==> src/rtl/cdm_pkg.sv <==
`timescale 1ns/1ps
// Shared constants for the card presence monitor.
// Channel indices select the enable bits held by cdm_enable_ctl.
package cdm_pkg;
    localparam int unsigned CH_PWR = 0;   // SD bus power enable
    localparam int unsigned CH_CLK = 1;   // SD clock enable
    localparam int unsigned NUM_CH = 2;
    // Index of each pin inside the synchronizer vector
    localparam int unsigned PIN_CD = 0;
    localparam int unsigned PIN_WP = 1;
    localparam int unsigned NUM_PINS = 2;
endpackage

==> src/rtl/cdm_sync2.sv <==
`timescale 1ns/1ps
// Two-flop synchronizer for a vector of asynchronous pins.
// Assumes each bit is independent; no bus coherency is implied.
// Reset value is the idle level of the pins (all ones for active-low switches).
module cdm_sync2 #(
    parameter int unsigned WIDTH = 2
) (
    input  logic             clk,
    input  logic             rst_n,
    input  logic [WIDTH-1:0] d_i,
    output logic [WIDTH-1:0] q_o
);
    for (genvar b = 0; b < WIDTH; b++) begin : g_bit
        logic meta_q;
        logic sync_q;
        // Two capture stages per pin bit
        always_ff @(posedge clk) begin
            if (!rst_n) begin
                meta_q <= 1'b1;
                sync_q <= 1'b1;
            end else begin
                meta_q <= d_i[b];
                sync_q <= meta_q;
            end
        end
        assign q_o[b] = sync_q;
    end
endmodule

==> src/rtl/cdm_debounce.sv <==
`timescale 1ns/1ps
// Debounce counter for the synchronized card-detect level.
// Assumes lvl_i is already synchronous. Any change of lvl_i restarts the
// count and clears stable_o; stable_o rises after DEBOUNCE_CYCLES unchanged edges.
module cdm_debounce #(
    parameter int unsigned DEBOUNCE_CYCLES = 65536
) (
    input  logic clk,
    input  logic rst_n,
    input  logic lvl_i,
    output logic lvl_o,
    output logic stable_o
);
    localparam int unsigned CNT_W = (DEBOUNCE_CYCLES > 2) ? $clog2(DEBOUNCE_CYCLES) : 1;
    localparam logic [CNT_W-1:0] CNT_LAST = CNT_W'(DEBOUNCE_CYCLES - 1);

    logic             lvl_q;
    logic [CNT_W-1:0] cnt_q;
    logic             stable_q;

    // Track the level, restart on change, count up to the settle point
    always_ff @(posedge clk) begin
        if (!rst_n) begin
            lvl_q    <= 1'b1;
            cnt_q    <= '0;
            stable_q <= 1'b0;
        end else if (lvl_i != lvl_q) begin
            lvl_q    <= lvl_i;
            cnt_q    <= '0;
            stable_q <= 1'b0;
        end else if (!stable_q) begin
            if (cnt_q == CNT_LAST) begin
                stable_q <= 1'b1;
            end else begin
                cnt_q <= cnt_q + 1'b1;
            end
        end
    end

    assign lvl_o    = lvl_q;
    assign stable_o = stable_q;

    // A level change must knock the stable flag down on the next edge
    assert_change_drops_stable_R3: assert property (@(posedge clk) disable iff (!rst_n)
        (lvl_i != lvl_q) |=> !stable_o);

    // Stable can only rise on an edge where the held level did not move
    assert_rise_needs_steady_level_R3: assert property (@(posedge clk) disable iff (!rst_n)
        $rose(stable_o) |-> $stable(lvl_o));
endmodule

==> src/rtl/cdm_enable_ctl.sv <==
`timescale 1ns/1ps
// Holds the bus power and SD clock enables.
// Assumes set/clear are level strobes sampled each edge. Priority, highest
// first: power-on reset, soft reset, hot-removal clear, clear strobe, set strobe.
module cdm_enable_ctl #(
    parameter int unsigned NUM_CH = 2
) (
    input  logic              clk,
    input  logic              rst_n,
    input  logic              srst_n,
    input  logic              hot_i,
    input  logic [NUM_CH-1:0] set_i,
    input  logic [NUM_CH-1:0] clr_i,
    output logic [NUM_CH-1:0] en_o
);
    for (genvar c = 0; c < NUM_CH; c++) begin : g_ch
        logic en_q;
        // One enable bit with prioritised clear sources
        always_ff @(posedge clk) begin
            if (!rst_n) begin
                en_q <= 1'b0;
            end else if (!srst_n || hot_i) begin
                en_q <= 1'b0;
            end else if (clr_i[c]) begin
                en_q <= 1'b0;
            end else if (set_i[c]) begin
                en_q <= 1'b1;
            end
        end
        assign en_o[c] = en_q;

        // A lone set strobe outside any clear source turns the bit on
        assert_set_takes_R9: assert property (@(posedge clk) disable iff (!rst_n)
            (srst_n && !hot_i && set_i[c] && !clr_i[c]) |=> en_o[c]);

        // A clear strobe always wins over a set strobe
        assert_clear_wins_R9: assert property (@(posedge clk) disable iff (!rst_n)
            clr_i[c] |=> !en_o[c]);
    end

    // Hot removal empties every enable on the following edge
    assert_hot_clear_R7: assert property (@(posedge clk) disable iff (!rst_n)
        hot_i |=> (en_o == '0));

    // Soft reset empties every enable on the following edge
    assert_soft_reset_clears_R10: assert property (@(posedge clk) disable iff (!rst_n)
        !srst_n |=> (en_o == '0));
endmodule

==> src/rtl/cd_monitor.sv <==
`timescale 1ns/1ps
// SD socket presence monitor: synchronizes the detect and write-protect
// switches, debounces detect, raises insertion/removal pulses and shuts
// power and clock down on a hot removal. Only por_n touches presence state;
// srst_all_n reaches the enable registers alone.
module cd_monitor #(
    parameter int unsigned DEBOUNCE_CYCLES = 65536
) (
    input  logic clk,
    input  logic por_n,
    input  logic srst_all_n,
    input  logic cd_pin_n,
    input  logic wp_pin_n,
    input  logic pwr_set,
    input  logic pwr_clr,
    input  logic clk_set,
    input  logic clk_clr,
    output logic cd_level,
    output logic cd_stable,
    output logic card_inserted,
    output logic wr_enabled,
    output logic irq_insert,
    output logic irq_remove,
    output logic bus_pwr_en,
    output logic sd_clk_en
);
    import cdm_pkg::*;

    logic [NUM_PINS-1:0] pins_raw;
    logic [NUM_PINS-1:0] pins_sync;
    logic                db_lvl;
    logic                db_stable;
    logic                present;
    logic                present_prev_q;
    logic                hot_removal;
    logic [NUM_CH-1:0]   en_set;
    logic [NUM_CH-1:0]   en_clr;
    logic [NUM_CH-1:0]   en_q;

    // Gather both pins into one synchronizer vector
    always_comb begin
        pins_raw         = '1;
        pins_raw[PIN_CD] = cd_pin_n;
        pins_raw[PIN_WP] = wp_pin_n;
    end

    cdm_sync2 #(.WIDTH(NUM_PINS)) u_sync (
        .clk   (clk),
        .rst_n (por_n),
        .d_i   (pins_raw),
        .q_o   (pins_sync)
    );

    cdm_debounce #(.DEBOUNCE_CYCLES(DEBOUNCE_CYCLES)) u_debounce (
        .clk      (clk),
        .rst_n    (por_n),
        .lvl_i    (pins_sync[PIN_CD]),
        .lvl_o    (db_lvl),
        .stable_o (db_stable)
    );

    // Present only once settled on the card-seated (low) level
    assign present = db_stable & ~db_lvl;

    // Remember last cycle's presence for edge pulses
    always_ff @(posedge clk) begin
        if (!por_n) begin
            present_prev_q <= 1'b0;
        end else begin
            present_prev_q <= present;
        end
    end

    // Route strobes to their channels
    always_comb begin
        en_set         = '0;
        en_clr         = '0;
        en_set[CH_PWR] = pwr_set;
        en_set[CH_CLK] = clk_set;
        en_clr[CH_PWR] = pwr_clr;
        en_clr[CH_CLK] = clk_clr;
    end

    assign irq_insert  = present & ~present_prev_q;
    assign irq_remove  = present_prev_q & ~present;
    assign hot_removal = irq_remove & en_q[CH_PWR] & en_q[CH_CLK];

    cdm_enable_ctl #(.NUM_CH(NUM_CH)) u_enables (
        .clk    (clk),
        .rst_n  (por_n),
        .srst_n (srst_all_n),
        .hot_i  (hot_removal),
        .set_i  (en_set),
        .clr_i  (en_clr),
        .en_o   (en_q)
    );

    assign cd_level      = ~pins_sync[PIN_CD];
    assign wr_enabled    = ~pins_sync[PIN_WP];
    assign cd_stable     = db_stable;
    assign card_inserted = present;
    assign bus_pwr_en    = en_q[CH_PWR];
    assign sd_clk_en     = en_q[CH_CLK];

    // Insertion pulse lasts one cycle only
    assert_insert_single_R5: assert property (@(posedge clk) disable iff (!por_n)
        irq_insert |=> !irq_insert);

    // Removal pulse lasts one cycle only
    assert_remove_single_R6: assert property (@(posedge clk) disable iff (!por_n)
        irq_remove |=> !irq_remove);

    // An insertion is only announced from a settled level
    assert_insert_from_stable_R4: assert property (@(posedge clk) disable iff (!por_n)
        irq_insert |-> cd_stable);

    // Removal with either enable off leaves the enables alone
    assert_cold_removal_keeps_R8: assert property (@(posedge clk) disable iff (!por_n)
        (irq_remove && !(bus_pwr_en && sd_clk_en) && srst_all_n
         && !pwr_set && !pwr_clr && !clk_set && !clk_clr)
        |=> ($stable(bus_pwr_en) && $stable(sd_clk_en)));
endmodule

==> config.mk <==
export PLATFORM = sky130hd
export DESIGN_NAME = cd_monitor
export DESIGN_NICKNAME = d
export VERILOG_FILES = /design/src/rtl/cdm_pkg.sv /design/src/rtl/cdm_sync2.sv /design/src/rtl/cdm_debounce.sv /design/src/rtl/cdm_enable_ctl.sv /design/src/rtl/cd_monitor.sv
export SDC_FILE = /design/constraint.sdc
export NUM_CORES = 1
export LEC_CHECK = 0
export ABC_AREA = 1
export BUFFER_PORTS_ARGS = -buffer_cell sky130_fd_sc_hd__buf_4
export CORE_ASPECT_RATIO = 1.4
export CORE_MARGIN = 8
export CORE_UTILIZATION = 56
export DETAILED_ROUTE_END_ITERATION = 6
export PLACE_DENSITY = 0.84
export SETUP_SLACK_MARGIN = 0.3
export SLEW_MARGIN = 20
export SYNTH_ARGS = -nofsm -noshare
export SYNTH_HDL_FRONTEND = slang
export SYNTH_SLANG_ARGS = --single-unit
==> constraint.sdc <==
create_clock -name clk -period 1.7 [get_ports clk]
set_clock_uncertainty 0.05 [all_clocks]
set_input_delay 0.085 -clock clk [delete_from_list [all_inputs] [get_ports clk]]
set_output_delay 0.085 -clock clk [all_outputs]
set_load 0.05 [all_outputs]
==> out/results.md <==
| Group | Quantity | Reported |
| --- | --- | --- |
| worst setup path | Critical Path End Type | register |
| pwr | Flop pwr share | 0.610 |
| sta | Ratio of final minimum period to clock period | 0.8657 |
| flow run | Max-Cap Viols | 0 |
| logic synthesis | Most used flip-flop cell after synthesis | sky130_fd_sc_hd__dfxtp_1 |
| hold path | Hold Crit Class | input pin to register |
| logic synthesis | Area share of xor/xnor cells in the synthesized design | 0.006487 |
| clocking | Clock transition time at the flip-flop clock pins of the worst setup and hold paths | 0.14 ns |
| sta | Final setup violation count | 0 |
| detailed routing | Final wirelength | 3.990 mm |
| logic synthesis | Most frequent cells after synthesis | sky130_fd_sc_hd__nand2_1, sky130_fd_sc_hd__nor2_1, sky130_fd_sc_hd__dfxtp_1, sky130_fd_sc_hd__inv_1, sky130_fd_sc_hd__nand3_1 |
| sta | Final-report max-slew violation count | 0 |
| clocking | Clock tree from TritonCTS | yes |
| pwr | Cell leakage power | 0.9465 nW |
| logic synthesis | Synthesized-area fraction occupied by adder cells | 0.009268 |
| sta | Peak Freq | 0.6795 GHz |
| logic synthesis | Synthesized area | 1350 sq um |
| die | Core area | 2338 sq um |
| worst setup path | Biggest fanout along the worst timing path | 4 |
| worst setup path | CP arrival | 1.66 ns |
| die | Num rows | 21 |
| die | I/O pin count | 17 |
| logic synthesis | Synth cell types | 23 |
| clocking | Clock tree root buffer cell | sky130_fd_sc_hd__clkbuf_4 |
| logic synthesis | Main combinational cell family by area after synthesis | simple AND/OR/NAND/NOR gates |
| global route | Number of global-route vias before repair | 1,448 |
| worst setup path | R2r worst-path depth | 9 |
| logic synthesis | Fraction of the mapped netlist area in compound gates | 0.04449 |
| logic synthesis | Post-synthesis area per instance | 7.068 sq um |
| sta | RSZ-0062 raised after global routing | yes |
| detailed routing | DRT Pass-1 Iters | 4 |
| pwr | Switching pwr | 256.8 uW |
| placed design | Routability congestion estimate from global placement | 0.8627 |
| final layout | Area growth from synthesis to layout | 35.13% |
| logic synthesis | Syn_nets | 201 |
| sta | Hold Violations, Final | 1 |
| pwr | Clock network fraction of total power | 0.273 |
| pwr | Net Sw Frac | 0.2566 |
| detailed routing | Number of DRC violations after detailed routing | 0 |
| detailed routing | Total number of vias | 1,434 |
| logic synthesis | #FFs+latches synth | 25 |
| clocking | Buffer levels on the longest clock path | 2 |
| final layout | Final antenna diode count | 0 |
| run status | Failing checks | hold timing |
| worst setup path | Data required time of the worst path | 1.88 ns |
| logic synthesis | Simple-gate area share of the yosys netlist | 0.4801 |
| logic synthesis | Most frequent cell after synthesis | sky130_fd_sc_hd__nand2_1 |
| global route | Largest net degree at the start of global routing | 15 |
| global route | GRT Residual Overflow | 0 |
| die | Die ar. | 4260 sq um |
| logic synthesis | Top cell type's share of synthesized area | 0.3707 |
| sta | Min Hold Slack | -0.02427 ns |
| run status | Run status | complete, but fails checks |
| detailed routing | Detailed Route Iter0 Violations | 68 |
| global route | GRT Util Overall | 0.1861 |
| placed design | Count of input and output buffers | 16 |
| clocking | CTS H-Tree Depth | 1 |
| clocking | Clock Sink Count | 25 |
| logic synthesis | Post-synthesis cell count | 191 |
| logic synthesis | Largest area contributor in the netlist | sky130_fd_sc_hd__dfxtp_1 |
| global route | Global-route wire length before repair | 6.141 mm |
| clocking | Skew-Pair Late Insertion Delay | 0.33 ns |
| sta | Setup TNS | 0 ns |
| sta | Slew at the pin closest to its max-slew limit | 0.2554 ns |
| global route | Number of antenna violations at the first check in global routing | 0 |
| hold path | Worst hold stages | 3 |
| logic synthesis | Number of enable flip-flop cells after synthesis | 0 |
| detailed routing | Final antenna-violating net count | 0 |
| placed design | Post-DP HPWL | 2.374 mm |
| final layout | Proportion of layout cells with a drive suffix above 1 | 0.4156 |
| final layout | Nets | 242 |
| sta | Tmin final | 1.472 ns |
| clocking | TritonCTS buffer count | 3 |
| detailed routing | Drt via density | 5.646 |
| detailed routing | Drt wl/cell | 15.71 um |
| pwr | Total internal power | 743.7 uW |
| worst setup path | Kind of critical path | register to register |
| pwr | Power density of the placed cells | 548.4 nW/um^2 |
| logic synthesis | Mux contribution to synthesized area | 0 |
| logic synthesis | Proportion of register bits with asynchronous set or reset after synthesis | 0 |
| die | Initial Util | 0.5773 |
| pwr | Peak supply drop | 0.0004901 V |
| logic synthesis | Sequential element share of the synthesized area | 0.3707 |
| worst setup path | Worst setup SP type | register |
| pwr | Comb pwr share | 0.117 |
| die | Die height | 74.10 um |
| final layout | Share of the core filled with cells in the final layout | 0.7801 |
| sta | Worst slew margin relative to its limit | 0.8295 |
| logic synthesis | Cell types occupying the most area after synthesis | sky130_fd_sc_hd__dfxtp_1, sky130_fd_sc_hd__nand2_1, sky130_fd_sc_hd__nor2_1, sky130_fd_sc_hd__inv_1, sky130_fd_sc_hd__nand3_1 |
| die | Horizontal die dimension | 57.50 um |
| logic synthesis | Synthesis Warnings | 0 |
-- area by class of cell --
type | count | area [sq um]
timing repair buffer | 38 | 315.3
tap | 23 | 28.78
fill | 142 | 514.2
multi-input combinational | 139 | 830.8
clock inverter | 1 | 5.005
sequential | 25 | 524.3
clock buffer | 3 | 22.52
inverter | 25 | 97.59
-- worst paths after layout --
| check | from | to | slack [ns] |
|---|---|---|---|
| worst max register to register | u_debounce.cnt_q[1]$_SDFFE_PP0P_ | u_debounce.cnt_q[8]$_SDFFE_PP0P_ | 0.23 |
| worst min-delay path | clk_set | u_enables.g_ch[1].en_q$_SDFFE_PP0P_ | -0.02 |
| worst min register to register | u_sync.g_bit[1].meta_q$_SDFF_PN1_ | u_sync.g_bit[1].sync_q$_SDFF_PN1_ | 0.39 |
| worst max-delay path | u_debounce.cnt_q[1]$_SDFFE_PP0P_ | u_debounce.cnt_q[8]$_SDFFE_PP0P_ | 0.23 |
-- cells by family after synthesis --
logic type      after synthesis
flops                        25
compound gates               11
xor+xnor                      1
fa+ha+maj                     1
buf+inv                      28
simple gates                125
-- per-stage QoR --
| step | instance area [sq um] | power (mW) | setup slack (ns) | std cells |
|---|---|---|---|---|
| 6_report | 1824 | 1.000 | 0.2283 | 254 |
| 3_5_place_dp | 1510 | 0.7069 | 0.1840 | 229 |
| 4_1_cts | 1675 | 0.9894 | 0.2571 | 243 |
| 5_1_grt | 1824 | 1.042 | 0.1369 | 254 |
| 2_1_floorplan | 1380 | 0.6740 | 0.02337 | 191 |
| 3_3_place_gp | 1510 | 0.7021 | 0.2886 | 229 |
-- sequential cells by signal, indices dropped and copies added, names as in the netlist --
name and flops:
u_debounce.lvl_o 1, u_enables.g_ch.en_q 2, u_debounce.stable_o 1, u_debounce.cnt_q 16
present_prev_q 1, u_sync.g_bit.meta_q 2, u_sync.g_bit.sync_q 2
-- cell usage in the layout (no fill, tap or decap), types with 6 or more instances in the layout --
| cell | n |
|---|---|
| sky130_fd_sc_hd__nand3_1 | 14 |
| sky130_fd_sc_hd__buf_4 | 29 |
| sky130_fd_sc_hd__nor2_2 | 7 |
| sky130_fd_sc_hd__nand2_1 | 40 |
| sky130_fd_sc_hd__dfxtp_1 | 10 |
| sky130_fd_sc_hd__dlygate4sd3_1 | 6 |
| sky130_fd_sc_hd__dfxtp_2 | 13 |
| sky130_fd_sc_hd__nor2_4 | 6 |
| sky130_fd_sc_hd__nor2_1 | 33 |
| sky130_fd_sc_hd__inv_1 | 22 |
| sky130_fd_sc_hd__nand2_2 | 6 |
-- critical path, cell delays in order, from the launching register on --
cell and delay, ns:
sky130_fd_sc_hd__dfxtp_4 0.40, sky130_fd_sc_hd__ha_4 0.15, sky130_fd_sc_hd__nand2_4 0.06, sky130_fd_sc_hd__nor2_4 0.14
sky130_fd_sc_hd__nand2_4 0.12, sky130_fd_sc_hd__nor2_4 0.14, sky130_fd_sc_hd__buf_6 0.11, sky130_fd_sc_hd__nand3_2 0.05
sky130_fd_sc_hd__nand2_1 0.09, sky130_fd_sc_hd__nor2_1 0.06
-- layer usage --
| layer | vias up | GRT usage | wire (um) | part of all wire |
|---|---|---|---|---|
| met3 | 18 | 0.04671 | 207 | 0.052 |
| met5 | - | 0 | 0 | 0 |
| met4 | 0 | 0.1173 | 161 | 0.040 |
| li1 | 676 | - | - | - |
| met2 | 63 | 0.3794 | 2333 | 0.58 |
| met1 | 677 | 0.1515 | 1287 | 0.32 |
-- timing repair --
| action | 4_1_cts | 5_1_grt |
|---|---|---|
| resized for setup | 13 | 24 |
| hold endpoints to repair | 5 | 0 |
| setup endpoints to repair | 18 | 20 |
| pin swaps | 9 | 11 |
| setup buffers | 3 | 11 |
| cloned | 0 | 1 |
| hold buffers | 7 | 0 |
-- power by group through the flow --
stage / combinational (mW) / sequential (mW) / clock, mW
2_1_floorplan: 0.0528 / 0.621 / 0
3_3_place_gp: 0.0846 / 0.618 / 0
4_1_cts: 0.109 / 0.609 / 0.271
3_5_place_dp: 0.0886 / 0.618 / 0
5_1_grt: 0.128 / 0.611 / 0.303
6_report: 0.117 / 0.611 / 0.273
No activity file was read; power rests on OpenSTA's default activity.
